===== config.mk =====
export PLATFORM = sky130hd
export DESIGN_NAME = tdm_dsp_port
export DESIGN_NICKNAME = d
export VERILOG_FILES = /design/src/rtl/tdm_dsp_port.sv
export SDC_FILE = /design/constraint.sdc
export NUM_CORES = 1
export LEC_CHECK = 0
export ABC_AREA = 0
export BUFFER_PORTS_ARGS = -buffer_cell sky130_fd_sc_hd__buf_2
export CORE_MARGIN = 4
export CORE_UTILIZATION = 40
export CTS_BUF_LIST = sky130_fd_sc_hd__clkbuf_2 sky130_fd_sc_hd__clkbuf_4 sky130_fd_sc_hd__clkbuf_8
export CTS_CLUSTER_SIZE = 20
export DETAILED_ROUTE_END_ITERATION = 16
export GPL_ROUTABILITY_DRIVEN = 1
export MAX_ROUTING_LAYER = met4
export PLACE_DENSITY = 0.61
export SKIP_CTS_REPAIR_TIMING = 1
export SLEW_MARGIN = 20
export SYNTH_ARGS = -nofsm -noshare
export SYNTH_HDL_FRONTEND = slang
export SYNTH_SLANG_ARGS = --single-unit

===== constraint.sdc =====
create_clock -name clk -period 7.2 [get_ports clk]
set_input_delay 0 -clock clk [delete_from_list [all_inputs] [get_ports clk]]
set_output_delay 0 -clock clk [all_outputs]
set_load 0.01 [all_outputs]

===== src/rtl/tdm_dsp_port.sv =====
module tdm_dsp_port (
  input  logic        clk,
  input  logic        rst_n,
  input  logic        bclk,
  input  logic        lrclk,
  input  logic        dacdat,
  input  logic        adc_tdm_en,
  input  logic        dac_tdm_en,
  input  logic        adc_slot,
  input  logic        dac_slot,
  input  logic        sync_late,
  input  logic        mono,
  input  logic [1:0]  dw_sel,
  input  logic [1:0]  sl_sel,
  input  logic [31:0] adc_left,
  input  logic [31:0] adc_right,
  output logic        adcdat,
  output logic        adcdat_oe,
  output logic [31:0] dac_left,
  output logic [31:0] dac_right,
  output logic        dac_valid
);
  localparam logic [7:0] POS_IDLE = 8'hFF;

  logic [2:0]  bclk_q;
  logic [1:0]  lr_q, dd_q;
  logic        lr_last, oe_q, dat_q;
  logic [7:0]  pos;
  logic [31:0] sh_l, sh_r, nxt_l, nxt_r;
  logic [5:0]  dw, sl;
  logic [8:0]  bidx;
  logic [7:0]  tx, rx;
  logic        rise, fall, sync;

  function automatic logic [5:0] width_of(input logic [1:0] code);
    case (code)
      2'd0: width_of = 6'd16;
      2'd1: width_of = 6'd20;
      2'd2: width_of = 6'd24;
      default: width_of = 6'd32;
    endcase
  endfunction

  function automatic logic [7:0] locate(input logic [8:0] b, input logic slot,
                                        input logic mn, input logic [5:0] w,
                                        input logic [5:0] l);
    logic [8:0] base, o, span, wp, l9;
    logic r;
    l9   = {3'b0, l};
    base = slot ? {2'b0, l, 1'b0} : 9'd0;
    o    = b - base;
    span = mn ? l9 : {2'b0, l, 1'b0};
    r    = o >= l9;
    wp   = r ? o - l9 : o;
    locate = 8'd0;
    if (b >= base && o < {2'b0, l, 1'b0}) begin
      locate[7]   = (o == span - 9'd1);
      locate[6]   = (wp < {3'b0, w}) && !(mn && r);
      locate[5]   = r;
      locate[4:0] = 5'(w - 6'd1 - wp[5:0]);
    end
  endfunction

  assign rise = bclk_q[1] & ~bclk_q[2];
  assign fall = ~bclk_q[1] & bclk_q[2];
  assign sync = rise & lr_q[1] & ~lr_last;
  assign dw   = width_of(dw_sel);
  assign sl   = width_of(sl_sel);
  assign bidx = {1'b0, pos} + 9'd1 - (sync_late ? 9'd1 : 9'd2);
  assign tx   = locate(bidx, adc_tdm_en & adc_slot, mono, dw, sl);
  assign rx   = locate(bidx, dac_tdm_en & dac_slot, mono, dw, sl);

  assign nxt_l = (rx[6] & ~rx[5]) ? {sh_l[30:0], dd_q[1]} : sh_l;
  assign nxt_r = (rx[6] &  rx[5]) ? {sh_r[30:0], dd_q[1]} : sh_r;

  assign adcdat    = dat_q;
  assign adcdat_oe = oe_q | ~adc_tdm_en;

  always_ff @(posedge clk) begin
    if (!rst_n) begin
      bclk_q <= '0;
      lr_q   <= '0;
      dd_q   <= '0;
    end else begin
      bclk_q <= {bclk_q[1:0], bclk};
      lr_q   <= {lr_q[0], lrclk};
      dd_q   <= {dd_q[0], dacdat};
    end
  end

  always_ff @(posedge clk) begin
    if (!rst_n) begin
      oe_q  <= 1'b0;
      dat_q <= 1'b0;
    end else if (fall) begin
      oe_q  <= tx[6];
      dat_q <= tx[6] & (tx[5] ? adc_right[tx[4:0]] : adc_left[tx[4:0]]);
    end
  end

  always_ff @(posedge clk) begin
    if (!rst_n) begin
      lr_last   <= 1'b0;
      pos       <= POS_IDLE;
      sh_l      <= '0;
      sh_r      <= '0;
      dac_left  <= '0;
      dac_right <= '0;
      dac_valid <= 1'b0;
    end else begin
      dac_valid <= 1'b0;
      if (rise) begin
        lr_last <= lr_q[1];
        if (sync) begin
          pos  <= 8'd0;
          sh_l <= '0;
          sh_r <= '0;
        end else begin
          if (pos != POS_IDLE) pos <= pos + 8'd1;
          sh_l <= nxt_l;
          sh_r <= nxt_r;
          if (rx[7]) begin
            dac_valid <= 1'b1;
            dac_left  <= nxt_l;
            dac_right <= mono ? 32'd0 : nxt_r;
          end
        end
      end
    end
  end
endmodule


==> metrics.txt, run 1 <==
# diodes=0; row cnt=53; vias in the first global route=6984; Setup violations, final=0; Post-Layout Cell Count=1376; initial antenna violation count=0; routability cong.=0.871; Cell Area, Synth=8630 um^2; r2r setup slk=0.62 ns; Fin Setup TNS=0 ns; Clock Path Buffers=2; synth top area cells=dfxtp_1 34%, mux2i_1 8.6%, ha_1 7.4%; # fillers=2141; die area=24000 um^2; Yosys cell types=73; Inst Count DP=1340; Post-Route WL=20.7 mm; Area Overhead vs Synth=15.8%; Worst-Margin Slew=1.01 ns; final clock skew=0.0130 ns; Slew headroom=32.6%; Clock Latency Late Sink=0.44 ns; Hold Crit Depth=5; Peak VDD IR=0.000128 V; Num CTS Buffers=17; status=finished clean; CP arrival=6.96 ns; # IOs=146; crit-path max FO=13; Vert. Die Dim=155 um; YS warnings=0; #FFs+latches synth=147; WL/cell=15.1 um; CTS root buf=clkbuf_8; GRT met3 Usage=3.95%; EDFF count, synth=0; clk slew on worst S/H paths=0.08 ns; final worst-path cycle share=91.3%; Setup crit start kind=register; first-pass detailed-route iteration total=5; CP Class=reg2reg; global route hottest layer=met2; Worst EP required=7.58 ns; Lkg Pwr=4.59 nW; Gate Count Post-Synth=970; Max Cap Viol=0; DPL Wire Length=14.5 mm; RSZ-0062 raised after global routing=no; gr usage total=17.6%; CTS tree=built; minimum clock period=6.58 ns; met2 Use GR=27.9%; Reg-to-Reg End=adcdat; origin of the critical flop-to-flop path=pos[1]; syn_area_per_cell=8.89 um^2; H-tree levels=4; Worst setup EP type=register; final hold violations=0; Remaining Overflow, GRT=0; Synth async-reset ratio=0%; Reg2Reg Depth=25; HP Class=in2reg; Final Slew Violations=0; # clock sinks=147; CP startpoint=pos[1]; Final #Nets=1223; post-synthesis sequential area ratio=34.1%; post-synth top area cell=dfxtp_1; grt met1 use=22.9%; Post-DRT Antenna Nets=0; post-synth top area share=34.1%; ys flop type=dfxtp_1; Vias/cell=5.30; Die Wd=155 um; Initial Util=40.9%; top achievable clock speed=152 MHz; worst setup path end=adcdat; layout cells sized above 1=19.7%; Synth Net Count=1105; Core Region=21100 um^2; Via Count=7290; Power Density=250 nW/um^2; port bufs=145; largest net degree at the start of global routing=111; first-pass GRT wire length=34.4 mm; Initial DRC Count=424; DRC errors left=0
==> layout make-up <==
type / instances / area [um^2] / area share, %
Sequential cell: 147 / 2940 / 29.5
Multi-Input combinational cell: 687 / 5150 / 51.5
Inverter: 73 / 274 / 2.74
Clock inverter: 10 / 123 / 1.23
Clock buffer: 22 / 290 / 2.91
Tap cell: 275 / 344 / 3.45
Timing Repair Buffer: 162 / 866 / 8.67
==> cells in the final DEF, fill, tap and decap left out, types with 16 or more instances in the layout <==
master and n:
o21ai_0 23, o22ai_1 63, o211a_1 33, inv_1 72, ha_1 50, a21oi_1 32, a22oi_1 32, nor2_1 22
nand3_1 16, nand2_1 100, and2_1 44, buf_2 144, dfxtp_1 147, xnor2_1 29, nor2b_1 37, clkbuf_8 20
mux2i_1 74
==> through the flow <==
| step | total power (W) | area (um^2) | util [%] | worst slack, ns | hold WS (ns) |
|---|---|---|---|---|---|
| final | 0.00250 | 9990 | 47.4 | 0.624 | 0.122 |
| after global routing | 0.00268 | 9990 | 47.4 | 0.0424 | 0.119 |
| after CTS | 0.00252 | 9940 | 47.2 | 0.438 | -0.260 |
| after detailed placement | 0.00185 | 9530 | 45.2 | 0.460 | 0.221 |
| after global placement | 0.00184 | 9530 | 45.2 | 0.730 | 0.208 |
| after floorplan | 0.00162 | 8630 | - | 1.15 | 0.0744 |
==> worst max-delay path, stage by stage (launching register included) <==
cell	delay [ns]
dfxtp_1	0.37
inv_1	0.06
ha_1	0.26
inv_1	0.04
ha_1	0.21
fa_1	0.40
xnor2_1	0.27
ha_1	0.22
inv_1	0.05
fa_1	0.43
a21oi_1	0.25
nor2_1	0.08
or3b_2	0.44
o2111ai_1	0.17
nand2_1	0.16
or4_1	0.69
o21ai_1	0.25
ha_2	0.40
nor2_1	0.17
o2111ai_1	0.21
nand2_1	0.24
and3_1	0.18
a31oi_1	0.04
a31o_2	0.25
a2111oi_0	0.45
o311a_1	0.22
==> cell usage after synthesis, types with 29 or more instances <==
library cell / number
nand2_1: 100
xnor2_1: 29
ha_1: 51
a22oi_1: 32
o211a_1: 33
mux2i_1: 74
a21oi_1: 33
dfxtp_1: 147
inv_1: 72
o22ai_1: 63
nor2b_1: 37
clkbuf_1: 41
and2_1: 44
==> where the power goes <==
group          switching, W  total, W  internal [W]  leakage, nW
Sequential       0.00000498  0.000823      0.000818         1.19
Clock              0.000316  0.000663      0.000346        0.203
Combinational      0.000575   0.00101      0.000439         3.20
Total              0.000897   0.00250       0.00160         4.59
==> routing by layer <==
metal,up-vias,share of wire (%)
li1,3689,-
met1,3421,48
met2,165,45
met3,15,5.8
met4,0,1.2
met5,-,0
==> how the worst min path moves through the flow <==
stage	startpoint	endpoint
5_1_grt	adc_right[26]	adcdat
4_1_cts	dacdat	dd_q[0]
3_3_place_gp	bclk	bclk_q[0]
2_1_floorplan	adc_tdm_en	adcdat_oe
3_5_place_dp	dacdat	dd_q[0]
6_report	adc_right[26]	adcdat
==> state kept, by name, summed over array words and instances, names as in the netlist <==
| name | cells |
|---|---|
| lr_q | 2 |
| lr_last | 1 |
| sh_l | 32 |
| dac_right | 32 |
| adcdat | 1 |
| sh_r | 32 |
| dd_q | 2 |
| pos | 8 |
| dac_left | 32 |
| oe_q | 1 |
| dac_valid | 1 |
| bclk_q | 3 |
==> logic make-up after synthesis <==
kind of cell	Yosys count	share of synthesized area, %
adder cells (fa/ha/maj)	57	8.67
multiplexers	82	10.3
AND/OR/NAND/NOR	271	16.0
flip-flops	147	34.1
XOR/XNOR	38	4.35
AO/OA/AOI/OAI	239	20.1
buffers and inverters	136	6.51
Note: power is estimated with default switching activity, not from simulation.
==> run 2: changes to the inputs <==
==> constraint.sdc (replaced) <==
create_clock -name clk -period 7.45 [get_ports clk]
set_input_delay 0 -clock clk [delete_from_list [all_inputs] [get_ports clk]]
set_output_delay 0 -clock clk [all_outputs]
set_load 0.01 [all_outputs]
==> metrics.txt, run 2 (synthesized netlist as in run 1, its figures left out) <==
Hold Slack=0.0958 ns; met3 WL=1.19 mm; Fin Setup TNS=0 ns; crit-path max FO=13; vias in the first global route=7191; Post-Route WL=21.4 mm; initial antenna violation count=0; final worst-path cycle share=91.3%; origin of the critical flop-to-flop path=pos[1]; Reg2Reg Depth=24; Slew headroom=32.0%; top achievable clock speed=147 MHz; Hold Crit Depth=2; Worst-Margin Slew=1.02 ns; DR WL met2=9.67 mm; Setup violations, final=0; port bufs=145; CTS tree=built; commonest non-fill, non-tap cell in the layout=dfxtp_1; DRC errors left=0; H-tree levels=4; Clock Path Buffers=2; Lkg Pwr=4.59 nW; HP Class=in2reg; gr usage total=18.1%; Initial Util=40.9%; Clock Latency Late Sink=0.44 ns; Hold Path Sink=dac_left[28]; status=finished clean; # clock sinks=147; Vert. Die Dim=155 um; r2r setup slk=0.65 ns; Initial DRC Count=342; Die Wd=155 um; Design Area, Final=9980 um^2; CTS root buf=clkbuf_8; hold path start=rst_n; DPL Wire Length=15.0 mm; first-pass detailed-route iteration total=5; most frequent cells in the layout=147 x dfxtp_1, 144 x buf_2, 99 x nand2_1; Max Cap Viol=0; Power Density=245 nW/um^2; Final Slew Violations=0; clk slew on worst S/H paths=0.08 ns; Placed Instance Area=9520 um^2; Via Count=7311; final clock skew=0.0144 ns; Remaining Overflow, GRT=0; WL/cell=15.6 um; Area Overhead vs Synth=15.7%; Worst setup EP type=register; routability cong.=0.850; first-pass GRT wire length=35.4 mm; Vias/cell=5.32; Peak VDD IR=0.000137 V; row cnt=53; DR top layer=met4; CP arrival=7.13 ns; RSZ-0062 raised after global routing=no; Reg-to-Reg End=adcdat; met1 WL=10.2 mm; Final #Nets=1220; final hold violations=0; CP Class=reg2reg; Num CTS Buffers=17; # diodes=0; Worst EP required=7.78 ns; minimum clock period=6.80 ns; Core Region=21100 um^2; Post-DRT Antenna Nets=0; layout cells sized above 1=19.7%; # IOs=146; Setup crit start kind=register; die area=24000 um^2; largest net degree at the start of global routing=98
==> run 2: cell types whose count changed in the layout (fill, tap and decap cells not counted), sizes merged <==
| cell | before | now |
|---|---|---|
| buf | 158 | 156 |
| inv | 74 | 76 |
| dlygate4sd3 | 4 | 3 |
| bufinv | 2 | 3 |
| clkinv | 4 | 2 |
| clkinvlp | 3 | 2 |
==> run 2: cell type report <==
cell class                 instances  area (um^2)
clock inverter                    10          145
timing repair buffer             159          841
clock buffer                      22          284
sequential                       147         2940
multi-input combinational        687         5150
inverter                          73          274
tap                              275          344
fill                            2131        11100
==> run 2: stage by stage <==
stage	setup WS (ns)	std cells	total power [W]	utilization [%]
floorplan	1.40	970	0.00157	-
detailed placement	0.533	1338	0.00179	45.1
global route	0.0482	1373	0.00263	47.3
finish	0.650	1373	0.00245	47.3
CTS	0.500	1370	0.00247	47.2
global placement	0.744	1338	0.00177	45.1
==> run 2: how the worst max path moves through the flow <==
stage,end,startpoint,slack [ns],cells past startpoint
floorplan,adcdat,pos[1],1.40,25
global route,adcdat,pos[1],0.05,25
detailed placement,adcdat,pos[1],0.53,24
CTS,adcdat,pos[1],0.50,24
finish,adcdat,pos[1],0.65,24
global placement,adcdat,pos[1],0.74,24
==> run 2: routing by layer <==
metal  global-route usage, %  up-vias
met5                       -        -
met4                    4.58        0
met3                    4.62       22
met2                    29.1      208
met1                    23.0     3395
li1                        -     3686
==> run 2: power by group <==
part / switching, W / total (W) / internal (W) / leakage [nW]
Sequential: 0.00000504 / 0.000796 / 0.000791 / 1.19
Combinational: 0.000563 / 0.000982 / 0.000419 / 3.19
Clock: 0.000305 / 0.000670 / 0.000365 / 0.215
==> run 2: critical path: stages (launching register included) <==
cell and delay, ns:
dfxtp_1 0.38, inv_1 0.06, ha_1 0.27, inv_1 0.04
ha_1 0.21, fa_1 0.41, xnor2_1 0.27, ha_1 0.22
inv_1 0.05, fa_1 0.44, a21oi_1 0.25, nor2_1 0.08
or3b_2 0.44, o2111ai_1 0.18, nand2_1 0.17, or4_1 0.69
o21ai_0 0.30, ha_1 0.45, o21a_1 0.29, nor2_2 0.32
mux4_2 0.38, a221o_1 0.33, a21oi_1 0.14, a21oi_1 0.06
o311a_1 0.28
